$ cat src/rtl/dma_wconv_pkg.sv
package dma_wconv_pkg;

   typedef enum logic [1:0] {
      WID_B8  = 2'b00,
      WID_B16 = 2'b01,
      WID_B32 = 2'b10
   } wid_e;

   typedef enum logic [1:0] {
      ST_IDLE,
      ST_RUN,
      ST_FIN
   } seq_state_e;

   // reserved code 11 folds onto the widest legal width
   function automatic wid_e wid_norm(input logic [1:0] code);
      return (code == 2'b11) ? WID_B32 : wid_e'(code);
   endfunction

   function automatic logic [2:0] wid_bytes(input wid_e w);
      case (w)
         WID_B8:  return 3'd1;
         WID_B16: return 3'd2;
         default: return 3'd4;
      endcase
   endfunction

endpackage

$ cat src/rtl/dma_wconv_addr_gen.sv
module dma_wconv_addr_gen #(
   parameter int AW            = 32,
   parameter bit WORD_STEP_OK  = 1'b0
) (
   input  logic          clk,
   input  logic          rst_n,
   input  logic          load,
   input  logic [AW-1:0] base,
   input  logic          inc_en,
   input  logic          word_step,
   input  logic [2:0]    unit_bytes,
   input  logic          advance,
   output logic [AW-1:0] addr
);

   logic [2:0]    step;
   logic [AW-1:0] addr_q;

   generate
      if (WORD_STEP_OK) begin : g_word_step
         assign step = word_step ? 3'd4 : unit_bytes;
      end else begin : g_unit_step
         logic unused_word_step;
         assign unused_word_step = word_step;
         assign step = unit_bytes;
      end
   endgenerate

   always_ff @(posedge clk or negedge rst_n) begin
      if (!rst_n) begin
         addr_q <= '0;
      end else if (load) begin
         addr_q <= base;
      end else if (advance && inc_en) begin
         addr_q <= addr_q + AW'(step);
      end
   end

   assign addr = addr_q;

endmodule

$ cat src/rtl/dma_wconv_pack_buf.sv
module dma_wconv_pack_buf #(
   parameter  int DW = 32,
   localparam int NB = DW / 8,
   localparam int FW = $clog2(NB) + 1
) (
   input  logic          clk,
   input  logic          rst_n,
   input  logic          clear,
   input  logic          push,
   input  logic [DW-1:0] push_data,
   input  logic [FW-1:0] push_bytes,
   input  logic          pop,
   input  logic [FW-1:0] pop_bytes,
   output logic [FW-1:0] fill,
   output logic [DW-1:0] head
);

   logic [DW-1:0] store_q;
   logic [FW-1:0] fill_q;
   logic [DW-1:0] in_mask;
   logic [DW-1:0] out_mask;
   logic [DW-1:0] in_shift;

   always_comb begin
      for (int b = 0; b < NB; b++) begin
         in_mask[b*8 +: 8]  = (b < int'(push_bytes)) ? 8'hFF : 8'h00;
         out_mask[b*8 +: 8] = (b < int'(pop_bytes))  ? 8'hFF : 8'h00;
      end
      in_shift = (push_data & in_mask) << {fill_q, 3'b000};
   end

   always_ff @(posedge clk or negedge rst_n) begin
      if (!rst_n) begin
         store_q <= '0;
         fill_q  <= '0;
      end else if (clear) begin
         store_q <= '0;
         fill_q  <= '0;
      end else if (push) begin
         store_q <= store_q | in_shift;
         fill_q  <= fill_q + push_bytes;
      end else if (pop) begin
         store_q <= store_q >> {pop_bytes, 3'b000};
         fill_q  <= (fill_q > pop_bytes) ? (fill_q - pop_bytes) : '0;
      end
   end

   assign fill = fill_q;
   assign head = store_q & out_mask;

endmodule

$ cat src/rtl/dma_wconv_seq.sv
module dma_wconv_seq
   import dma_wconv_pkg::*;
#(
   parameter int CW = 16,
   parameter int FW = 3
) (
   input  logic          clk,
   input  logic          rst_n,
   input  logic          start,
   input  logic [CW-1:0] items,
   input  logic [FW-1:0] fill,
   input  logic [FW-1:0] word_bytes,
   input  logic          rd_valid,
   input  logic          wr_ack,
   output logic          load,
   output logic          rd_req,
   output logic          wr_req,
   output logic          push,
   output logic          pop,
   output logic          busy,
   output logic          done
);

   seq_state_e    state_q;
   logic [CW-1:0] left_q;
   logic          rd_q;
   logic          wr_q;
   logic          word_ready;
   logic          flush;
   logic          last_pop;

   assign word_ready = (fill >= word_bytes);
   assign flush      = (left_q == '0) && (fill != '0);
   assign load       = (state_q == ST_IDLE) && start;
   assign push       = rd_q && rd_valid;
   assign pop        = wr_q && wr_ack;
   assign last_pop   = pop && (left_q == '0) && (fill <= word_bytes);

   always_ff @(posedge clk or negedge rst_n) begin
      if (!rst_n) begin
         state_q <= ST_IDLE;
         left_q  <= '0;
         rd_q    <= 1'b0;
         wr_q    <= 1'b0;
      end else begin
         case (state_q)
            ST_IDLE: begin
               if (start) begin
                  left_q  <= items;
                  rd_q    <= 1'b0;
                  wr_q    <= 1'b0;
                  state_q <= ST_RUN;
               end
            end
            ST_RUN: begin
               if (rd_q) begin
                  if (rd_valid) begin
                     rd_q   <= 1'b0;
                     left_q <= left_q - 1'b1;
                  end
               end else if (wr_q) begin
                  if (wr_ack) begin
                     wr_q <= 1'b0;
                     if (last_pop) state_q <= ST_FIN;
                  end
               end else if (word_ready || flush) begin
                  wr_q <= 1'b1;
               end else if (left_q != '0) begin
                  rd_q <= 1'b1;
               end else begin
                  state_q <= ST_FIN;
               end
            end
            default: state_q <= ST_IDLE;
         endcase
      end
   end

   assign rd_req = rd_q;
   assign wr_req = wr_q;
   assign busy   = (state_q != ST_IDLE);
   assign done   = (state_q == ST_FIN);

endmodule

$ cat src/rtl/dma_wconv_engine.sv
module dma_wconv_engine
   import dma_wconv_pkg::*;
#(
   parameter int AW = 32,
   parameter int DW = 32,
   parameter int CW = 16
) (
   input  logic          clk,
   input  logic          rst_n,
   input  logic          start,
   input  logic [1:0]    cfg_src_wid,
   input  logic [1:0]    cfg_dst_wid,
   input  logic          cfg_src_inc,
   input  logic          cfg_dst_inc,
   input  logic          cfg_src_step4,
   input  logic [CW-1:0] cfg_items,
   input  logic [AW-1:0] cfg_src_base,
   input  logic [AW-1:0] cfg_dst_base,
   output logic          src_req,
   output logic [AW-1:0] src_addr,
   output logic [1:0]    src_size,
   input  logic          src_valid,
   input  logic [DW-1:0] src_data,
   output logic          dst_req,
   output logic [AW-1:0] dst_addr,
   output logic [1:0]    dst_size,
   output logic [DW-1:0] dst_data,
   input  logic          dst_ack,
   output logic          busy,
   output logic          done
);

   localparam int NB = DW / 8;
   localparam int FW = $clog2(NB) + 1;

   generate
      if (!(DW == 32 || DW == 64)) begin : g_bad_dw
         $error("dma_wconv_engine: DW must be 32 or 64");
      end
      if (AW < 8) begin : g_bad_aw
         $error("dma_wconv_engine: AW must be at least 8");
      end
      if (CW < 1) begin : g_bad_cw
         $error("dma_wconv_engine: CW must be at least 1");
      end
   endgenerate

   wid_e          src_wid_q;
   wid_e          dst_wid_q;
   logic          src_inc_q;
   logic          dst_inc_q;
   logic          src_step4_q;
   logic          load;
   logic          push;
   logic          pop;
   logic [FW-1:0] fill;
   logic [2:0]    src_bytes;
   logic [2:0]    dst_bytes;

   always_ff @(posedge clk or negedge rst_n) begin
      if (!rst_n) begin
         src_wid_q   <= WID_B8;
         dst_wid_q   <= WID_B8;
         src_inc_q   <= 1'b0;
         dst_inc_q   <= 1'b0;
         src_step4_q <= 1'b0;
      end else if (load) begin
         src_wid_q   <= wid_norm(cfg_src_wid);
         dst_wid_q   <= wid_norm(cfg_dst_wid);
         src_inc_q   <= cfg_src_inc;
         dst_inc_q   <= cfg_dst_inc;
         src_step4_q <= cfg_src_step4;
      end
   end

   assign src_bytes = wid_bytes(src_wid_q);
   assign dst_bytes = wid_bytes(dst_wid_q);
   assign src_size  = src_wid_q;
   assign dst_size  = dst_wid_q;

   dma_wconv_seq #(.CW(CW), .FW(FW)) u_seq (
      .clk        (clk),
      .rst_n      (rst_n),
      .start      (start),
      .items      (cfg_items),
      .fill       (fill),
      .word_bytes (FW'(dst_bytes)),
      .rd_valid   (src_valid),
      .wr_ack     (dst_ack),
      .load       (load),
      .rd_req     (src_req),
      .wr_req     (dst_req),
      .push       (push),
      .pop        (pop),
      .busy       (busy),
      .done       (done)
   );

   dma_wconv_pack_buf #(.DW(DW)) u_buf (
      .clk        (clk),
      .rst_n      (rst_n),
      .clear      (load),
      .push       (push),
      .push_data  (src_data),
      .push_bytes (FW'(src_bytes)),
      .pop        (pop),
      .pop_bytes  (FW'(dst_bytes)),
      .fill       (fill),
      .head       (dst_data)
   );

   dma_wconv_addr_gen #(.AW(AW), .WORD_STEP_OK(1'b1)) u_src_addr (
      .clk        (clk),
      .rst_n      (rst_n),
      .load       (load),
      .base       (cfg_src_base),
      .inc_en     (src_inc_q),
      .word_step  (src_step4_q),
      .unit_bytes (src_bytes),
      .advance    (push),
      .addr       (src_addr)
   );

   dma_wconv_addr_gen #(.AW(AW), .WORD_STEP_OK(1'b0)) u_dst_addr (
      .clk        (clk),
      .rst_n      (rst_n),
      .load       (load),
      .base       (cfg_dst_base),
      .inc_en     (dst_inc_q),
      .word_step  (1'b0),
      .unit_bytes (dst_bytes),
      .advance    (pop),
      .addr       (dst_addr)
   );

endmodule

$ cat config.mk
export PLATFORM = sky130hd
export DESIGN_NAME = dma_wconv_engine
export DESIGN_NICKNAME = d
export VERILOG_FILES = /design/src/rtl/dma_wconv_pkg.sv /design/src/rtl/dma_wconv_addr_gen.sv /design/src/rtl/dma_wconv_pack_buf.sv /design/src/rtl/dma_wconv_seq.sv /design/src/rtl/dma_wconv_engine.sv
export SDC_FILE = /design/constraint.sdc
export NUM_CORES = 1
export LEC_CHECK = 0
export ABC_AREA = 1
export BUFFER_PORTS_ARGS = -buffer_cell sky130_fd_sc_hd__buf_2
export CAP_MARGIN = 20
export CORE_MARGIN = 4
export CORE_UTILIZATION = 35
export CTS_CLUSTER_DIAMETER = 150
export DETAILED_ROUTE_END_ITERATION = 8
export GPL_TIMING_DRIVEN = 0
export RECOVER_POWER = 25
export SETUP_SLACK_MARGIN = 0.05
export SLEW_MARGIN = 30
export SYNTH_ARGS = -nofsm -noshare
export SYNTH_HDL_FRONTEND = slang
export SYNTH_SLANG_ARGS = --single-unit
$ cat constraint.sdc
create_clock -name clk -period 2.9 [get_ports clk]
set_input_delay 0.29 -clock clk [delete_from_list [all_inputs] [get_ports clk]]
set_output_delay 0.29 -clock clk [all_outputs]
set_load 0.01 [all_outputs]
# Word level (Yosys, flattened, before mapping)
# Cells that the tools add are included.
dict set report totals {
  n_memories 0
  wordCells 120
  latch_bits 0
  inputBits 124
  out_inout_bits 104
  mem_bits_rw 0
  romBits 0
  regBits 126
}
dict set report classes {
  n_reduce_logical 24
  addsub 5
  mul 0
  order_cmp 11
  bitwise_logic 3
  eq_ne 14
  n_div 0
  muxes 48
  n_shift 2
}
# operator count
set ops {}
lappend ops {{$mux 32} 7}
lappend ops {{$add 32x3->32} 2}
lappend ops {{$and 32x32->32} 2}
lappend ops {{$mux 8} 8}
lappend ops {{$mux 16} 3}
lappend ops {{$or 32x32->32} 1}
lappend ops {{$pmux 16 s2} 1}
lappend ops {{$shl 32x6->32} 1}
lappend ops {{$shr 32x6->32} 1}
lappend ops {{$mux 2} 9}
lappend ops {{$logic_not 16->1} 1}
lappend ops {{$reduce_bool 16->1} 1}
lappend ops {{$sub 16x1->16 const B} 1}
lappend ops {{$mux 3} 5}
lappend ops {{$lt 1x3->1 const A} 4}
lappend ops {{$lt 2x3->1 const A} 4}
lappend ops {{$pmux 3 s2} 2}
lappend ops {{$mux 1} 10}
lappend ops {{$logic_and 1x1->1} 8}
lappend ops {{$reduce_bool 2->1} 4}
lappend ops {{$eq 2x1->1 const B} 3}
lappend ops {{$eq 2x2->1 const B} 3}
lappend ops {{$logic_not 2->1} 3}
lappend ops {{$ne 2x2->1 const B} 3}
lappend ops {{16 further kinds} 20}

# Longest topological paths before layout
dict set report depth {
  word_depth 9
  mapped_depth 16
  ltp_nobuf 16
}

# Cells and area by module
# Synthesis repeated with hierarchy kept, for this count alone.
dict set report unflattened {
  cells_unflattened 1560
  area_unflattened_um2 9927.0
}
# mod cells_per_inst area_each_um2 seq_area_each_um2 instances
set by_module_without_submodules {}
lappend by_module_without_submodules {dma_wconv_pack_buf 524 3133.0 875.8 1}
lappend by_module_without_submodules {{dma_wconv_addr_gen at u_dst_addr} 381 2467.4 800.8 1}
lappend by_module_without_submodules {{dma_wconv_addr_gen at u_src_addr} 385 2457.4 800.8 1}
lappend by_module_without_submodules {dma_wconv_seq 229 1556.5 500.5 1}
lappend by_module_without_submodules {dma_wconv_engine 41 312.8 175.2 1}

# Worst setup path after synthesis
# No wires, ideal clock.
dict set report synth_path {
  path_type {reg2reg}
  from {register dst_wid_q[1] (netlist: dst_size[1])}
  to {register u_seq.state_q[0]}
  arrival_ns 2.378
  t_required_ns 2.780
  setup_time_ns 0.120
  synth_period_minus_slack_ns 2.498
  stages_incl_launch_ff 17
  path_slack_ns 0.402
  n_path_buf 3
  cell_sequence {dfrtp_1 inv_1 nand2_2 buf_2 ha_1 buf_2 inv_2 buf_2 ha_1 a21oi_1 nand2_1 nor2_1 nand2_1 nand2_1 nand2_1 nand2_1 nand2_1}
}
dict set report synth_via {
  elab_chain_cells 6
  word_cells_on_any_way 10
  classes_between {order compare: 2; eq/ne: 3; mux: 1; reduce/logical: 4}
}
# element line
set synth_lines {}
lappend synth_lines {{start: declaration} dma_wconv_engine.sv:49} ;# wid_e dst_wid_q;
lappend synth_lines {{start signal: assignment} dma_wconv_engine.sv:69} ;# dst_wid_q <= wid_norm(cfg_dst_wid);
lappend synth_lines {{$eq 2x1->1 or $logic_not 2->1 (tied branches)} dma_wconv_pkg.sv:21} ;# case (w)
lappend synth_lines {{$pmux 3 s2 (*)} dma_wconv_pkg.sv:21}
lappend synth_lines {{$le 3x3->1 or $ge 3x3->1 (tied branches)} {dma_wconv_seq.sv:37, dma_wconv_seq.sv:32}}
lappend synth_lines {{$logic_and 1x1->1 or $logic_or 1x1->1 (tied branches)} {dma_wconv_seq.sv:37, dma_wconv_seq.sv:66}}
lappend synth_lines {{$ne 3x3->1 (no line) or $ne 3x2->1 (tied branches)} -}
lappend synth_lines {{$reduce_and 6->1 (no line) (*)} -}
lappend synth_lines {{end signal: assignment} dma_wconv_seq.sv:41} ;# state_q <= ST_IDLE;
lappend synth_lines {{end signal: assignment} dma_wconv_seq.sv:52} ;# state_q <= ST_RUN;
lappend synth_lines {{end signal: assignment} dma_wconv_seq.sv:64} ;# if (last_pop) state_q <= ST_FIN;
lappend synth_lines {{end: declaration} dma_wconv_seq.sv:24} ;# seq_state_e state_q;
# Mark *: on every way between the ends. The rest lies on a longest branch, timed or not.
# A chain may end at the register's enable or synchronous reset.

# Worst setup path in the final report
dict set report layout_path {
  from {register src_wid_q[1] (netlist: src_size[1])}
  to {register u_src_addr.addr_q[31] (netlist: u_src_addr.addr[31])}
}
dict set report layout_via {
  elab_chain_cells 6
  word_cells_on_any_way 7
  classes_between {add/sub: 1; eq/ne: 1; mux: 4; reduce/logical: 1}
}
# element line
set layout_lines {}
lappend layout_lines {{start: declaration} dma_wconv_engine.sv:48} ;# wid_e src_wid_q;
lappend layout_lines {{start signal: assignment} dma_wconv_engine.sv:68} ;# src_wid_q <= wid_norm(cfg_src_wid);
lappend layout_lines {{$eq 2x1->1 or $logic_not 2->1 (tied branches)} dma_wconv_pkg.sv:21}
lappend layout_lines {{$pmux 3 s2 (*)} dma_wconv_pkg.sv:21}
lappend layout_lines {{$mux 3 (*)} dma_wconv_addr_gen.sv:21} ;# assign step = word_step ? 3'd4 : unit_bytes;
lappend layout_lines {{$add 32x3->32 (*)} dma_wconv_addr_gen.sv:35} ;# addr_q <= addr_q + AW'(step);
lappend layout_lines {{$mux 32 (*)} dma_wconv_addr_gen.sv:34} ;# end else if (advance && inc_en) begin
lappend layout_lines {{$mux 32 (*)} dma_wconv_addr_gen.sv:32} ;# end else if (load) begin
lappend layout_lines {{end signal: assignment} dma_wconv_addr_gen.sv:33} ;# addr_q <= base;
lappend layout_lines {{end signal: assignment} dma_wconv_addr_gen.sv:35}
lappend layout_lines {{end: declaration} dma_wconv_addr_gen.sv:17} ;# logic [AW-1:0] addr_q;
# Mark *: on every way between the ends. The rest lies on a longest branch, timed or not. The select of a mux whose other input is x is not followed.

==> flow_metrics.py <==
metrics = {
    "routing": {
        "wirelength_um": 37100,
        "dr.pass1.iters": 5,
        "drt_iter0_markers": 733,
        "final_antenna_net_count": 0,
        "vias_per_cell": 5.15,
        "drc": 0,
        "vias": 10900,
        "routedWlPerCell_um": 17.6,
    },
    "power_and_ir_drop": {
        "leakage_nw": 6.29,
        "ir_drop_mv": 0.505,
        "powerDensity_nw_per_um2": 1110,
        "swShare_pct": 50.1,
        "pwr-share-clk_pct": 16.6,
        "p_int_mw": 6.59,
        "total_power_mw": 13.2,
        "pwr-share-seq_pct": 26.4,
        "pwr-share-comb_pct": 57.0,
        "switchingPower_mw": 6.60,
    },
    "cts": {
        "cts.sinks": 126,
        "clk-insertion-delay-late_ns": 0.42,
        "numCtsBuffers": 17,
        "clk_pin_slew_ns": 0.06,
        "clock_path_buffers": 2,
        "cts_max_level": 4,
        "cts_tree": "yes",
        "cts_root_buf": "clkbuf_16",
    },
    "critical_path": {
        "cpMostUsedCell": "nand2_1",
        "required_ns": 3.21,
        "worst_path_max_delay_cell": "dfrtp_1",
        "critPathKind": "register to register",
        "critPathCaptureType": "register",
        "cp.arrival_ns": 2.96,
        "crit_family": "simple AND/OR/NAND/NOR gates",
        "max_stage_delay_ns": 0.37,
        "worstPathMaxFanout": 10,
        "crit_chain": "inv_1 -> nand2_1 -> buf_4 -> ha_2 -> or2_2 -> ha_4 -> nand3_1 -> nand3_1 -> nand2_1 -> nor2_1 -> nand2_1 -> nand2_1 -> nand3_1 -> nand2_1 -> nand2_1",
        "crit_buf_inv": 2,
        "critPathLaunchType": "register",
    },
    "synth": {
        "synth_xor_area_share_pct": 1.09,
        "synthesis.nets": 1655,
        "netlist_instances": 1513,
        "synth_top_family_by_area": "simple AND/OR/NAND/NOR gates",
        "yosys_register_bits": 126,
        "synthMuxAreaShare_pct": 0,
        "seq_area_frac_synth_pct": 32.8,
        "yosys.area_share.simple_pct": 34.7,
        "synthAdderAreaFrac_pct": 2.66,
        "ys.flop_type": "dfrtp_1",
        "synth_warnings": 0,
        "synthArstFlopShare_pct": 100,
        "avgSynthCellArea_um2": 6.35,
        "synth_area_um2": 9600,
        "synthDistinctLibCells": 41,
        "synth_compound_gate_area_share_pct": 17.7,
        "synth_edf_count": 0,
    },
    "grt": {
        "grt_use_met3_pct": 4.47,
        "grt_busiest_layer": "met2",
        "grt_pass1_wl_um": 58400,
        "first_global_vias": 10700,
        "grt_max_degree": 52,
        "use_met1_pct": 33.1,
        "grt_overflow_total": 0,
        "grtUsageMet2_pct": 38.8,
        "grtUsageTotal_pct": 24.2,
        "antenna_found_initial": 0,
    },
    "die": {
        "die_w_um": 174,
        "row_count": 60,
        "ioPinCount": 228,
        "die_height_um": 174,
        "coreArea_um2": 27000,
        "initial_core_util_pct": 35.6,
        "dieArea_um2": 30200,
    },
    "finish": {
        "drive_gt1_share_pct": 19.8,
        "layout.cells.most_common": "nand2_1",
        "ff_latch_area_um2": 3150,
        "fin_cells": 2116,
        "diodes": 0,
        "design_area_um2": 11900,
        "post-route-util_pct": 44.2,
        "fin_nets": 1906,
        "layout_common_cells": "nand2_1 (511), buf_2 (249), inv_1 (166)",
        "area_growth_pct": 23.9,
        "fillCellCount": 2919,
        "multiInputGateArea_um2": 5460,
    },
    "placed_design": {
        "dp.cells": 2083,
        "gp_congestion": 0.931,
        "port_buffers": 227,
        "place_area_um2": 11200,
        "pre_cts_slack_ns": -0.0386,
        "hpwl_um": 28900,
    },
    "hold_path": {
        "hold_path_class": "input pin to register",
    },
    "timing": {
        "worst_pin_slew_ns": 1.89,
        "setup_violations": 0,
        "slew_headroom_pct": -25.8,
        "fin_crit_sh_pct": 91.2,
        "rsz0062_at_grt": "false",
        "slew_viol_final": 29,
        "fmax_mhz": 378,
        "fin_ws_ns": 0.255,
        "period_needed_ns": 2.64,
        "hold_ws_ns": 0.0562,
        "hold_viol_final": 0,
        "tns_ns": 0,
        "finClkSkew_ns": 0.00993,
    },
    "run_status": {
        "outcome": "finished with violations",
        "violations": "capacitance limit, slew limit",
    },
    "job": {
        "cap_viol_max_count": 1,
    },
}
==> what timing repair did <==
action,4_1_cts,5_1_grt
resized for setup,4,26
hold endpoints to repair,28,0
hold buffers,1,0
setup buffers,0,2
setup endpoints to repair,9,39
==> kinds of logic (layout without fill, tap and decap cells) <==
logic type / Yosys count / in the layout
AND/OR/NAND/NOR: 807 / 807
AO/OA/AOI/OAI: 309 / 309
buffers and inverters: 241 / 503
flip-flops: 126 / 126
adder cells (fa/ha/maj): 18 / 18
XOR/XNOR: 12 / 12
==> cells in the mapped netlist, types with 4 or more instances <==
cell type	count	share of area, %
nand3_1	72	3.8
buf_4	9	0.70
a21o_1	8	0.63
o21ai_1	28	1.5
dfrtp_1	126	33
nor2_2	9	0.59
clkbuf_1	14	0.55
buf_2	30	1.6
o21bai_1	16	1.3
inv_1	167	6.5
xor2_1	8	0.73
o22ai_1	22	1.4
fa_1	4	0.83
o21ai_0	146	7.6
or2_2	5	0.33
ha_1	14	1.8
nand2_1	513	20
xnor2_1	4	0.36
nand2_4	5	0.59
nand4_1	7	0.46
buf_6	7	0.82
inv_2	7	0.27
nand3b_1	20	1.6
o211ai_1	16	1.3
nand3_2	4	0.42
nor2_1	166	6.5
a21oi_1	64	3.3
a31oi_1	5	0.33
==> cell type report <==
type / count / share of cell area, %
Inverter: 177 / 5.69
Tap cell: 341 / 3.58
Buffer: 64 / 3.41
Sequential cell: 126 / 26.5
Clock buffer: 23 / 3.93
Clock inverter: 7 / 0.946
Timing Repair Buffer: 232 / 10.0
Multi-Input combinational cell: 1146 / 45.9
==> tightest hold or removal path, stage by stage <==
cell	delay (ns)
buf_2	0.07
nand2_1	0.04
nand2_1	0.04
==> power by group through the flow <==
stage	Combinational, mW	Sequential (mW)	Clock (mW)
2_1_floorplan	4.77	3.40	0
3_3_place_gp	7.22	3.47	0
3_5_place_dp	7.33	3.49	0
4_1_cts	7.38	3.47	2.23
5_1_grt	8.47	3.59	2.30
6_report	7.51	3.48	2.20
==> worst paths after layout <==
| check | slack [ns] | cells past startpoint | endpoint | from |
|---|---|---|---|---|
| setup / recovery | 0.26 | 15 | u_src_addr.addr[31]$_DFFE_PN0P_ | src_size[1]$_DFFE_PN0P_ |
| hold / removal | 0.06 | 3 | src_inc_q$_DFFE_PN0P_ | cfg_src_inc |
| setup reg to reg | 0.26 | 15 | u_src_addr.addr[31]$_DFFE_PN0P_ | src_size[1]$_DFFE_PN0P_ |
| hold reg to reg | 0.50 | 2 | u_buf.store_q[9]$_DFFE_PN0P_ | u_buf.store_q[9]$_DFFE_PN0P_ |
| max in group asynchronous | 0.42 | 4 | u_buf.store_q[4]$_DFFE_PN0P_ | rst_n |
| min in group asynchronous | 0.93 | 2 | u_seq.left_q[8]$_DFFE_PN0P_ | rst_n |
==> flip-flops by register name (all words and copies together) (netlist names) <==
signal	count
u_dst_addr.addr	32
dst_inc_q	1
u_buf.store_q	32
u_seq.wr_req	1
u_buf.fill	3
u_src_addr.addr	32
u_seq.rd_req	1
src_inc_q	1
u_seq.state_q	2
dst_size	2
src_step4_q	1
src_size	2
u_seq.left_q	16
==> per-layer routing <==
layer	vias to the layer above	wire length [µm]
li1	5342	-
met1	5040	16800
met2	441	16700
met3	65	2680
met4	0	972
met5	-	0
No activity file was read; power rests on OpenSTA's default activity.
